$ cat src/rtl/strap_i2c_target.sv
module strap_i2c_target (
  input  logic       clk,
  input  logic       rst_n,
  input  logic       en,
  input  logic [1:0] strap_hi,
  input  logic [1:0] strap_lo,
  input  logic       scl_in,
  input  logic       sda_in,
  output logic       sda_oe,
  output logic [7:0] reg_addr,
  output logic [7:0] reg_wdata,
  output logic       reg_we,
  input  logic [7:0] reg_rdata,
  output logic       reg_re
);

  typedef enum logic [3:0] {
    S_IDLE, S_ADDR, S_AACK, S_SUB, S_SACK, S_WR, S_WACK, S_RD, S_RACK
  } st_t;

  st_t        st;
  logic [2:0] scl_p, sda_p;
  logic [7:0] sh, wptr, rptr;
  logic [6:0] tx;
  logic [3:0] cnt;
  logic       rw, mack;
  logic [4:0] hi_bits;
  logic [6:0] dev_addr;

  always_comb begin
    case (strap_hi)
      2'd0:    hi_bits = 5'b10001;
      2'd1:    hi_bits = 5'b01000;
      2'd2:    hi_bits = 5'b00100;
      default: hi_bits = 5'b00011;
    endcase
  end
  assign dev_addr = {hi_bits, strap_lo};

  always_ff @(posedge clk or negedge rst_n) begin
    if (!rst_n) begin
      scl_p <= 3'b111;
      sda_p <= 3'b111;
    end else begin
      scl_p <= {scl_p[1:0], scl_in};
      sda_p <= {sda_p[1:0], sda_in};
    end
  end

  wire scl_cur  = scl_p[1];
  wire scl_old  = scl_p[2];
  wire sda_cur  = sda_p[1];
  wire sda_old  = sda_p[2];
  wire scl_rise = scl_cur & ~scl_old;
  wire scl_fall = ~scl_cur & scl_old;
  wire start_c  = scl_cur & scl_old & sda_old & ~sda_cur;
  wire stop_c   = scl_cur & scl_old & ~sda_old & sda_cur;
  wire quiet    = ~en | start_c | stop_c;
  wire load_now = scl_fall & ((st == S_AACK & rw) | (st == S_RACK & mack));

  assign reg_addr  = rw ? rptr : wptr;
  assign reg_wdata = sh;
  assign reg_we    = ~quiet & scl_fall & (st == S_WR) & (cnt == 4'd8);
  assign reg_re    = ~quiet & load_now;

  always_ff @(posedge clk or negedge rst_n) begin
    if (!rst_n) begin
      st     <= S_IDLE;
      sh     <= '0;
      tx     <= '0;
      cnt    <= '0;
      wptr   <= '0;
      rptr   <= '0;
      rw     <= 1'b0;
      mack   <= 1'b0;
      sda_oe <= 1'b0;
    end else if (!en || stop_c) begin
      st     <= S_IDLE;
      sda_oe <= 1'b0;
    end else if (start_c) begin
      st     <= S_ADDR;
      cnt    <= '0;
      sda_oe <= 1'b0;
    end else begin
      if (scl_rise) begin
        case (st)
          S_ADDR, S_SUB, S_WR: begin
            sh  <= {sh[6:0], sda_cur};
            cnt <= cnt + 4'd1;
          end
          S_RD:    cnt  <= cnt + 4'd1;
          S_RACK:  mack <= ~sda_cur;
          default: ;
        endcase
      end
      if (load_now) begin
        tx     <= reg_rdata[6:0];
        sda_oe <= ~reg_rdata[7];
        rptr   <= rptr + 8'd1;
        cnt    <= '0;
        st     <= S_RD;
      end else if (scl_fall) begin
        case (st)
          S_ADDR: if (cnt == 4'd8) begin
            if (sh[7:1] == dev_addr) begin
              sda_oe <= 1'b1;
              rw     <= sh[0];
              st     <= S_AACK;
            end else begin
              st <= S_IDLE;
            end
          end
          S_AACK: begin
            sda_oe <= 1'b0;
            cnt    <= '0;
            st     <= S_SUB;
          end
          S_SUB: if (cnt == 4'd8) begin
            wptr   <= sh;
            rptr   <= sh;
            sda_oe <= 1'b1;
            st     <= S_SACK;
          end
          S_SACK, S_WACK: begin
            sda_oe <= 1'b0;
            cnt    <= '0;
            st     <= S_WR;
          end
          S_WR: if (cnt == 4'd8) begin
            wptr   <= wptr + 8'd1;
            sda_oe <= 1'b1;
            st     <= S_WACK;
          end
          S_RD: begin
            if (cnt == 4'd8) begin
              sda_oe <= 1'b0;
              st     <= S_RACK;
            end else begin
              sda_oe <= ~tx[6];
              tx     <= {tx[5:0], 1'b0};
            end
          end
          S_RACK: begin
            sda_oe <= 1'b0;
            st     <= S_IDLE;
          end
          default: ;
        endcase
      end
    end
  end

endmodule


$ cat config.mk
export PLATFORM = sky130hd
export DESIGN_NAME = strap_i2c_target
export DESIGN_NICKNAME = d
export VERILOG_FILES = /design/src/rtl/strap_i2c_target.sv
export SDC_FILE = /design/constraint.sdc
export NUM_CORES = 1
export LEC_CHECK = 0
export ABC_AREA = 1
export BUFFER_PORTS_ARGS = -buffer_cell sky130_fd_sc_hd__buf_4
export CAP_MARGIN = 15
export CORE_ASPECT_RATIO = 0.6
export CORE_MARGIN = 4
export CORE_UTILIZATION = 50
export CTS_CLUSTER_DIAMETER = 30
export DETAILED_ROUTE_END_ITERATION = 6
export PLACE_DENSITY_LB_ADDON = 0.25
export SLEW_MARGIN = 20
export SYNTH_ARGS = -nofsm -noshare
export SYNTH_HDL_FRONTEND = slang
export SYNTH_SLANG_ARGS = --single-unit
$ cat constraint.sdc
create_clock -name clk -period 2.46 [get_ports clk]
set_input_delay 0.492 -clock clk [delete_from_list [all_inputs] [get_ports clk]]
set_output_delay 0.492 -clock clk [all_outputs]
set_load 0.05 [all_outputs]
==> metrics.md <==
| Metric | Value |
|---|---|
| Outcome | finished clean |
| Power per Cell Area | 498.3 mW/mm2 |
| Top cell type's share of synthesized area | 33.72% |
| Die Y | 69.16 um |
| Type of origin of the critical path | register |
| Clk pin slew, worst setup/hold paths | 100 ps |
| Starting Density | 53.67% |
| P&R area growth vs syn | 13.09% |
| Worst-Skew Late Latency | 310 ps |
| Sequential area share after synthesis | 38.78% |
| IO Pins | 36 |
| Placeable Area | 0.005807 mm2 |
| R2R cell count | 8 |
| Avg WL per Cell | 13.17 um |
| Synth Flop Type | dfrtp_1 |
| Most frequent cells in the layout | nand2_1 (118), inv_1 (47), dfrtp_1 (42) |
| Static Leakage | 1.813 nW |
| GPL Wtd Cong | 0.9591 |
| Hold Vio Cnt, Final | 0 |
| Fmax | 449.3 MHz |
| Tcrit/Tclk final | 90.47% |
| Initial antenna violation count | 0 |
| Drt drc | 0 |
| Total Nets Final | 476 |
| Vias per cell | 5.117 |
| CTS tree | yes |
| Die width | 109.9 um |
| Post-Syn Instances | 419 |
| Number of global-route vias before repair | 2,477 |
| Synth cell types | 36 |
| Layout cells sized above 1 | 22.35% |
| Crit Path Class | reg -> out |
| WP data required | 1970 ps |
| Via count | 2,722 |
| Post-detail-place hpwl | 5.260 mm |
| Max_slew headroom | 58.74% |
| Max-cap viol count | 0 |
| Gr ovfl total | 0 |
| Hold_buf cts | 0 |
| Slowest CP cell | dfrtp_1 |
| # clock sinks | 48 |
| Setup TNS | 0 ps |
| N_diodes | 0 |
| Fin Hold WS | 176.2 ps |
| Syn Nets | 444 |
| Num CTS Buffers | 5 |
| H-tree depth | 2 |
| Mapped Area | 0.003117 mm2 |
| FF-to-FF Start | st[0] |
| Post-DRT Antenna Nets | 0 |
| Syn Area/Cell | 7.439 um2 |
| CP dominant cell by count | inv_1 |
| Worst-Margin Slew | 618.9 ps |
| Worst IR Drop VDD | 0.3906 mV |
| Largest net degree at the start of global routing | 49 |
| Clock Path Buffers | 2 |
| Fillers | 537 |
| Critical Path Max Stage Delay | 400 ps |
| Clock Skews | 17.72 ps |
| Reg2reg end | tx[6] |
| Yosys top cell by area | dfrtp_1 |
| Max FO, Critical Path | 7 |
| Die area | 0.007602 mm2 |
| Reg2Reg Setup Slack | 590 ps |
| Count of final setup violators | 0 |
| Post-Route WL | 7.005 mm |
| I/O Buffers | 35 |
| Synth warnings | 0 |
| Final Max Slew Viols | 0 |
| Min-delay worst type | in -> async |
| Total GRT Usage | 19.88% |
| Post-CTS setup buffer count | 0 |
| Async set-reset flop share out of synthesis | 100.0% |
| First-pass GRT wire length | 12.08 mm |
| Ranking of synthesized cells by area | dfrtp_1 (34%), nand2_1 (14%), inv_1 (5.7%) |
| Detailed Routing Iterations Pass 1 | 5 |
| Critical path cell sequence | inv_1, ha_1, nand2_1, nor2_1, inv_1, nor3_2, buf_4 |
| Most common cell after layout, fill and taps aside | nand2_1 |
| Crit path capture type | primary output |
| Setup repair after global routing missed its margin | false |
| Initial DRC Count | 253 |
| Post-layout min period | 2226 ps |
| Row cnt | 21 |
| CP arrival | 1730 ps |
| Post-synth EDFFs | 0 |
| CTS root buffer | clkbuf_8 |
| Synthesized flop and latch total | 48 |
| Resize count post-CTS | 0 |
[synthesized netlist by cell type, types with 3 or more instances]
| cell | instances |
|---|---|
| nor2_2 | 6 |
| o21ai_0 | 26 |
| inv_2 | 11 |
| nand2_1 | 118 |
| xnor2_1 | 3 |
| ha_1 | 8 |
| inv_1 | 47 |
| nor2_1 | 35 |
| or2_2 | 6 |
| xor2_1 | 8 |
| buf_6 | 7 |
| nand3_1 | 15 |
| a21oi_1 | 9 |
| dfstp_2 | 6 |
| nand4_1 | 7 |
| nor2_4 | 5 |
| o21ai_1 | 21 |
| nor3_1 | 4 |
| o21ai_2 | 5 |
| o211ai_1 | 3 |
| nand2_2 | 9 |
| dfrtp_1 | 42 |
[how the worst max path moves through the flow]
stage,from,to,slack (ps)
after detailed placement,cnt[0],reg_we,550
after floorplan,rw,reg_addr[5],170
final,cnt[0],reg_we,230
after CTS,cnt[0],reg_we,210
after global placement,cnt[0],reg_we,590
after global routing,cnt[0],reg_we,120
[power breakdown]
| part | leakage (nW) | internal (mW) | switching (mW) |
|---|---|---|---|
| sequential | 0.583 | 0.820 | 0.0295 |
| combinational | 1.16 | 0.0797 | 0.151 |
| clock | 0.0654 | 0.406 | 0.270 |
| total | 1.81 | 1.31 | 0.450 |
[per-stage QoR]
step	total power [mW]	utilization, %	setup slack, ps	instances	instance area (um2)
after global routing	1.837	60.70	116.6	532	3525
final	1.756	60.70	234.4	532	3525
after detailed placement	1.096	58.41	554.2	524	3392
after floorplan	1.010	-	173.5	419	3122
after CTS	1.771	60.70	209.4	532	3525
after global placement	1.089	58.41	594.1	524	3392
[state kept, by name, summed over array words and instances, names as in the netlist]
| signal | count |
|---|---|
| rptr | 8 |
| sda_p | 3 |
| rw | 1 |
| st | 4 |
| tx | 7 |
| scl_p | 3 |
| reg_wdata | 8 |
| wptr | 8 |
| mack | 1 |
| sda_oe | 1 |
| cnt | 4 |
[final cells by class]
cell class                 instances  area, um2  share of cell area, %
sequential                        48       1209                  34.29
timing repair buffer              36      270.3                  7.668
clock buffer                       6      72.57                  2.059
clock inverter                     2      60.06                  1.704
inverter                          59      226.5                  6.425
multi-input combinational        301       1587                  45.01
tap                               80      100.1                  2.840
[metal layers]
layer	share of wire [%]	wire, um	GRT usage [%]
met5	0	0	0
met1	54	3805	33.10
met4	0.34	24	3.596
met3	6.6	461	3.918
met2	39	2713	26.01
[cells by family after synthesis]
| kind of cell | count (synthesis) | synth area share, % |
|---|---|---|
| simple gates | 212 | 31.15 |
| buf+inv | 70 | 10.48 |
| compound gates | 69 | 12.97 |
| flops | 48 | 38.78 |
| xor+xnor | 11 | 3.091 |
| fa+ha+maj | 8 | 3.212 |
| mux | 1 | 0.3212 |
[critical path: cells and delay by family, from the launching register on]
family	cells	cell delay, ps
adder cells (fa/ha/maj)	1	150
buffers and inverters	3	490
AND/OR/NAND/NOR	3	410
flip-flops	1	400
No activity file was read; power rests on OpenSTA's default activity.
